<file path="src/rtl/pd_pkg.sv">
package pd_pkg;
  // operand class returned by the external opcode table
  typedef enum logic [1:0] {
    OPC_NONE   = 2'd0,
    OPC_IMM    = 2'd1,
    OPC_ADDR_S = 2'd2,
    OPC_ADDR_L = 2'd3
  } opr_class_e;

  // prefix byte layout; neighbours decode these positions
  localparam logic [2:0] PFX_MARK     = 3'b111;
  localparam int unsigned PFX_AM_BIT  = 3;
  localparam int unsigned PFX_RSZ_LSB = 4;
  localparam int unsigned PFX_EXT_LSB = 6;
  localparam logic [1:0] EXT_UNUSED   = 2'b10;
endpackage

</file>
<file path="src/rtl/pd_prefix_split.sv">
module pd_prefix_split (
  input  logic [15:0] head_i,
  output logic        has_pfx_o,
  output logic        am_o,
  output logic [1:0]  rsz_o,
  output logic [1:0]  ext_o,
  output logic        illegal_o,
  output logic [7:0]  opcode_o
);
  import pd_pkg::*;

  logic [7:0] first_b;
  logic [7:0] second_b;
  logic [7:0] ctrl_b;

  assign first_b   = head_i[7:0];
  assign second_b  = head_i[15:8];
  assign has_pfx_o = (first_b[2:0] == PFX_MARK);
  // absent prefix behaves as one with all control bits clear
  assign ctrl_b    = has_pfx_o ? first_b : 8'h00;
  assign opcode_o  = has_pfx_o ? second_b : first_b;
  assign am_o      = ctrl_b[PFX_AM_BIT];
  assign rsz_o     = ctrl_b[PFX_RSZ_LSB +: 2];
  assign ext_o     = ctrl_b[PFX_EXT_LSB +: 2];
  assign illegal_o = (ext_o == EXT_UNUSED);
endmodule

</file>
<file path="src/rtl/pd_len_calc.sv">
module pd_len_calc #(
  parameter int unsigned LEN_W = 4
) (
  input  logic             has_pfx_i,
  input  logic             am_i,
  input  logic [1:0]       rsz_i,
  input  pd_pkg::opr_class_e cls_i,
  output logic [LEN_W-1:0] opr_len_o,
  output logic [LEN_W-1:0] total_len_o
);
  import pd_pkg::*;

  always_comb begin
    unique case (cls_i)
      OPC_IMM:    opr_len_o = LEN_W'(1) << rsz_i;
      OPC_ADDR_S: opr_len_o = am_i ? LEN_W'(4) : LEN_W'(1);
      OPC_ADDR_L: opr_len_o = am_i ? LEN_W'(8) : LEN_W'(2);
      default:    opr_len_o = '0;
    endcase
  end

  assign total_len_o = opr_len_o + LEN_W'(1) + LEN_W'(has_pfx_i);
endmodule

</file>
<file path="src/rtl/pd_operand_gather.sv">
module pd_operand_gather #(
  parameter int unsigned OPR_BYTES = 8,
  parameter int unsigned WIN       = OPR_BYTES + 2,
  parameter int unsigned LEN_W     = 4
) (
  input  logic [8*WIN-1:0]       win_i,
  input  logic                   has_pfx_i,
  input  logic [LEN_W-1:0]       opr_len_i,
  output logic [8*OPR_BYTES-1:0] operand_o
);
  for (genvar i = 0; i < OPR_BYTES; i++) begin : g_byte
    localparam int unsigned NO_PFX = i + 1;
    localparam int unsigned W_PFX  = i + 2;
    logic [7:0] pick;
    assign pick = has_pfx_i ? win_i[8*W_PFX +: 8] : win_i[8*NO_PFX +: 8];
    assign operand_o[8*i +: 8] = (LEN_W'(i) < opr_len_i) ? pick : 8'h00;
  end
endmodule

</file>
<file path="src/rtl/instr_prefix_decoder.sv">
module instr_prefix_decoder #(
  parameter int unsigned OPR_BYTES = 8,
  localparam int unsigned WIN      = OPR_BYTES + 2,
  localparam int unsigned LEN_W    = $clog2(WIN + 1)
) (
  input  logic                   clk,
  input  logic                   rst_n,
  input  logic [8*WIN-1:0]       win_bytes_i,
  input  logic [LEN_W-1:0]       win_avail_i,
  output logic                   win_consume_o,
  output logic [LEN_W-1:0]       win_consume_cnt_o,
  output logic [7:0]             lut_opcode_o,
  input  logic [1:0]             lut_class_i,
  output logic                   out_valid_o,
  input  logic                   out_ready_i,
  output logic                   out_am_o,
  output logic [1:0]             out_rsz_o,
  output logic [1:0]             out_ext_o,
  output logic                   out_illegal_o,
  output logic [7:0]             out_opcode_o,
  output logic [8*OPR_BYTES-1:0] out_operand_o,
  output logic [LEN_W-1:0]       out_len_o
);
  import pd_pkg::*;

  logic                   has_pfx;
  logic                   am;
  logic [1:0]             rsz;
  logic [1:0]             ext;
  logic                   illegal;
  logic [7:0]             opcode;
  logic [LEN_W-1:0]       opr_len;
  logic [LEN_W-1:0]       total_len;
  logic [8*OPR_BYTES-1:0] operand;
  logic                   slot_free;
  logic                   take;

  pd_prefix_split u_split (
    .head_i    (win_bytes_i[15:0]),
    .has_pfx_o (has_pfx),
    .am_o      (am),
    .rsz_o     (rsz),
    .ext_o     (ext),
    .illegal_o (illegal),
    .opcode_o  (opcode)
  );

  pd_len_calc #(.LEN_W(LEN_W)) u_len (
    .has_pfx_i   (has_pfx),
    .am_i        (am),
    .rsz_i       (rsz),
    .cls_i       (opr_class_e'(lut_class_i)),
    .opr_len_o   (opr_len),
    .total_len_o (total_len)
  );

  pd_operand_gather #(.OPR_BYTES(OPR_BYTES), .WIN(WIN), .LEN_W(LEN_W)) u_gather (
    .win_i     (win_bytes_i),
    .has_pfx_i (has_pfx),
    .opr_len_i (opr_len),
    .operand_o (operand)
  );

  assign lut_opcode_o      = opcode;
  // the output slot reloads in the cycle its current content leaves
  assign slot_free         = !out_valid_o || out_ready_i;
  assign take              = slot_free && (win_avail_i >= total_len);
  assign win_consume_o     = take;
  assign win_consume_cnt_o = take ? total_len : '0;

  always_ff @(posedge clk or negedge rst_n) begin
    if (!rst_n) begin
      out_valid_o   <= 1'b0;
      out_am_o      <= 1'b0;
      out_rsz_o     <= '0;
      out_ext_o     <= '0;
      out_illegal_o <= 1'b0;
      out_opcode_o  <= '0;
      out_operand_o <= '0;
      out_len_o     <= '0;
    end else if (take) begin
      out_valid_o   <= 1'b1;
      out_am_o      <= am;
      out_rsz_o     <= rsz;
      out_ext_o     <= ext;
      out_illegal_o <= illegal;
      out_opcode_o  <= opcode;
      out_operand_o <= operand;
      out_len_o     <= total_len;
    end else if (out_ready_i) begin
      out_valid_o   <= 1'b0;
    end
  end
endmodule

</file>
<file path="config.mk">
export PLATFORM = sky130hd
export DESIGN_NAME = instr_prefix_decoder
export DESIGN_NICKNAME = d
export VERILOG_FILES = /design/src/rtl/pd_pkg.sv /design/src/rtl/pd_prefix_split.sv /design/src/rtl/pd_len_calc.sv /design/src/rtl/pd_operand_gather.sv /design/src/rtl/instr_prefix_decoder.sv
export SDC_FILE = /design/constraint.sdc
export NUM_CORES = 1
export LEC_CHECK = 0
export BUFFER_PORTS_ARGS = -buffer_cell sky130_fd_sc_hd__buf_2
export CORE_MARGIN = 5
export CORE_UTILIZATION = 28
export CTS_BUF_LIST = sky130_fd_sc_hd__clkbuf_16
export CTS_CLUSTER_SIZE = 8
export DETAILED_ROUTE_END_ITERATION = 10
export PLACE_DENSITY_LB_ADDON = 0.12
export SLEW_MARGIN = 15
export SYNTH_ARGS = -nofsm -noshare
export SYNTH_HDL_FRONTEND = slang
export SYNTH_HIERARCHICAL = 1
export SYNTH_SLANG_ARGS = --single-unit
</file>
<file path="constraint.sdc">
create_clock -name clk -period 6.38 [get_ports clk]
set_clock_uncertainty 0.05 [all_clocks]
set_input_delay 1.914 -clock clk [delete_from_list [all_inputs] [get_ports clk]]
set_output_delay 1.914 -clock clk [all_outputs]
set_load 0.03 [all_outputs]
</file>
==> impl_metrics.env <==
export IMPL_synthCells=380
export IMPL_clock_sinks=83
export IMPL_grt_pass1_wl_um=23800
export IMPL_dr_pass1_iters=4
export IMPL_ys_types=40
export IMPL_hold_path_end="out_operand_o[42]"
export IMPL_clockBufferDepth=2
export IMPL_viasPerCell=4.58
export IMPL_fin_crit_sh=0.994
export IMPL_max_freq_mhz=158
export IMPL_initial_core_util=0.286
export IMPL_path_clk_slew_ns=0.06
export IMPL_p_seq_frac=0.369
export IMPL_met3_usage=0.0459
export IMPL_io_buffers=184
export IMPL_utilization=0.381
export IMPL_worst_setup_path_type="in2out"
export IMPL_syn_area_per_cell_sq_um=13.0
export IMPL_start_kind="input port"
export IMPL_cts_root_buf="clkbuf_16"
export IMPL_status="complete, no violations"
export IMPL_drive_gt1_frac=0.581
export IMPL_timing_critical_path_required_ns=4.42
export IMPL_switching_share=0.317
export IMPL_grt_overflow=0
export IMPL_ys_warn_count=6
export IMPL_die_h_um=143
export IMPL_route_detailed_drc=0
export IMPL_drt_iter0_drc=152
export IMPL_critPathCaptureType="output port"
export IMPL_syn_nets=474
export IMPL_powerDensity_mw_per_mm2=246
export IMPL_io_pins=185
export IMPL_gp_congestion=0.818
export IMPL_grt_setup_unrepaired="yes"
export IMPL_hold_class="reg2reg"
export IMPL_insertion_delay_ns=0.34
export IMPL_worstHoldStart="out_operand_o[42]"
export IMPL_htreeDepth=3
export IMPL_crit_arrival_ns=4.38
export IMPL_hold_depth=1
export IMPL_grt_busiest_layer="met2"
export IMPL_p_sw_mw=0.514
export IMPL_cts_buffers=9
export IMPL_std_cell_rows=48
export IMPL_reg2reg_slack_ns=4.37
export IMPL_post_place_ws_ns=-0.186
export IMPL_tightest_slew_ns=0.913
export IMPL_synth_top_area_share=0.419
export IMPL_p_int_mw=1.11
export IMPL_rr_endpoint="out_operand_o[22]"
export IMPL_p_comb_frac=0.286
export IMPL_grt_util_all_layers=0.150
export IMPL_grtUsageMet2=0.226
export IMPL_crit_path_start="win_bytes_i[0]"
export IMPL_ir_drop_mv=0.126
export IMPL_slew_headroom=0.388
export IMPL_antenna_cells=0
export IMPL_wl_um=15200
export IMPL_die_w_um=143
export IMPL_period_needed_ns=6.34
export IMPL_antenna_left=0
export IMPL_use_met1=0.206
export IMPL_cts_tree="built"
export IMPL_setup_tns_ns=0
export IMPL_power_share_clock=0.345
export IMPL_synth_top_area_cell="dfrtp_1"
export IMPL_core_area_sq_mm=0.0173
export IMPL_synth_seq_cells=83
export IMPL_grt_pass1_vias=4138
export IMPL_cp_max_fo=5
export IMPL_cellLeakagePower_nw=3.37
export IMPL_cap_violations=0
export IMPL_dp_hpwl_um=11400
export IMPL_nets=679
export IMPL_r2r_cells=5
export IMPL_synth_seq_area_share=0.419
export IMPL_vias=3735
export IMPL_setup_viol=0
export IMPL_routedWlPerCell_um=18.6
export IMPL_grt_max_degree=47
export IMPL_syn_area_sq_mm=0.00495
export IMPL_hold_viol=0
export IMPL_timing_rr_start="out_valid_o"
export IMPL_antenna_found_initial=1
export IMPL_synthTopCellsByArea="dfrtp_1 42%, mux2_4 25%, mux2i_1 13%"
export IMPL_fin_ws_ns=0.0405
export IMPL_synthToLayoutAreaGrowth_pct=33.1
export IMPL_dieArea_sq_mm=0.0204
export IMPL_drv_slew=0
[routing by layer]
| layer | vias up | share of wire |
|---|---|---|
| met2 | 150 | 0.43 |
| met5 | - | 0.00046 |
| met1 | 1830 | 0.47 |
| met3 | 18 | 0.087 |
| met4 | 2 | 0.017 |
| li1 | 1735 | - |
[cell usage in the layout (no fill, tap or decap), drive strengths merged, types with 2 or more instances in the layout]
cell type / count
a21oi: 10
and2: 8
buf: 212
bufinv: 2
clkbuf: 9
clkinv: 3
dfrtp: 83
ha: 5
inv: 12
mux2: 87
mux2i: 64
nand2: 5
nand2b: 3
nand3b: 2
nor2: 60
nor2b: 2
o21a: 4
o21ai: 5
[state kept, by name, summed over array words and instances (netlist names)]
register	count
out_am_o	1
out_ext_o	2
out_operand_o	64
out_opcode_o	8
out_len_o	4
out_illegal_o	1
out_valid_o	1
out_rsz_o	2
[through the flow]
step           hold slack [ns]  cell area (sq um)  total power, mW  cells
3_5_place_dp             0.438               6130             1.06    794
6_report                 0.456               6590             1.62    815
4_1_cts                  0.462               6480             1.63    811
2_1_floorplan            0.669               4990            0.925    380
5_1_grt                  0.473               6590             1.70    815
3_3_place_gp             0.435               6130             1.05    794
[cells in the mapped netlist (all sizes together)]
cell type  count
o21ai          5
a31oi          1
inv           10
or3b           1
dfrtp         83
nand2          5
nor3b          1
nand3b         2
mux2i         64
or2b           1
o32a           1
nor2          60
and3           1
nor4           1
clkbuf         1
mux2          87
and2           8
nor3           1
o21a           4
a211oi         1
buf           17
o2111ai        1
ha             5
and3b          1
a21oi         10
nand2b         3
xnor2          1
o22ai          1
nor2b          2
a21o           1
[worst max path at each step]
| stage | endpoint | slack [ns] | depth (start not counted) |
|---|---|---|---|
| 2_1_floorplan | win_consume_cnt_o[0] | -0.03 | 15 |
| 3_3_place_gp | win_consume_cnt_o[3] | -0.10 | 14 |
| 3_5_place_dp | win_consume_cnt_o[1] | -0.19 | 14 |
| 4_1_cts | win_consume_cnt_o[1] | 0.01 | 14 |
| 5_1_grt | win_consume_cnt_o[1] | -0.05 | 14 |
| 6_report | win_consume_cnt_o[1] | 0.04 | 14 |
[worst max-delay path, stage by stage]
cell,delay (ns)
buf_6,0.09
and3_4,0.19
and2_4,0.14
o32a_4,0.37
ha_4,0.19
o21a_1,0.20
o21ai_2,0.15
inv_2,0.07
ha_4,0.27
o2111ai_4,0.13
a21o_4,0.28
buf_6,0.15
nor2_4,0.10
buf_6,0.13
[cells by family (layout without fill, tap and decap cells)]
| group | Yosys count | count (layout) | synth area share |
|---|---|---|---|
| and+or+nand+nor | 87 | 87 | 0.0859 |
| AOI/OAI and AO/OA | 25 | 25 | 0.0349 |
| buffers and inverters | 28 | 238 | 0.0568 |
| muxes | 151 | 151 | 0.389 |
| DFF | 83 | 83 | 0.419 |
| adders and majority gates | 5 | 5 | 0.0126 |
| xor gates and xnor gates | 1 | 1 | 0.00177 |
[repair_timing]
item | CTS | global route
resized for setup | 8 | 19
hold buffers | 0 | 0
setup buffers | 1 | 4
pin swaps | 2 | 10
endpoints found under the setup margin | 5 | 4
[area by class of cell]
type / instances / area (sq um)
Fill cell: 1744 / 10700
Multi-Input combinational cell: 269 / 2700
Sequential cell: 83 / 2080
Timing Repair Buffer: 212 / 1170
Tap cell: 225 / 282
Clock buffer: 9 / 225
Clock inverter: 7 / 85.1
Inverter: 10 / 50.0
[power groups by stage]
stage	registers [mW]	logic, mW	clock network [mW]
after floorplan	0.697	0.228	0
after global placement	0.606	0.448	0
after detailed placement	0.605	0.451	0
after CTS	0.599	0.456	0.578
after global routing	0.605	0.496	0.602
final	0.598	0.464	0.560
Power figures use the tool's default switching activity.
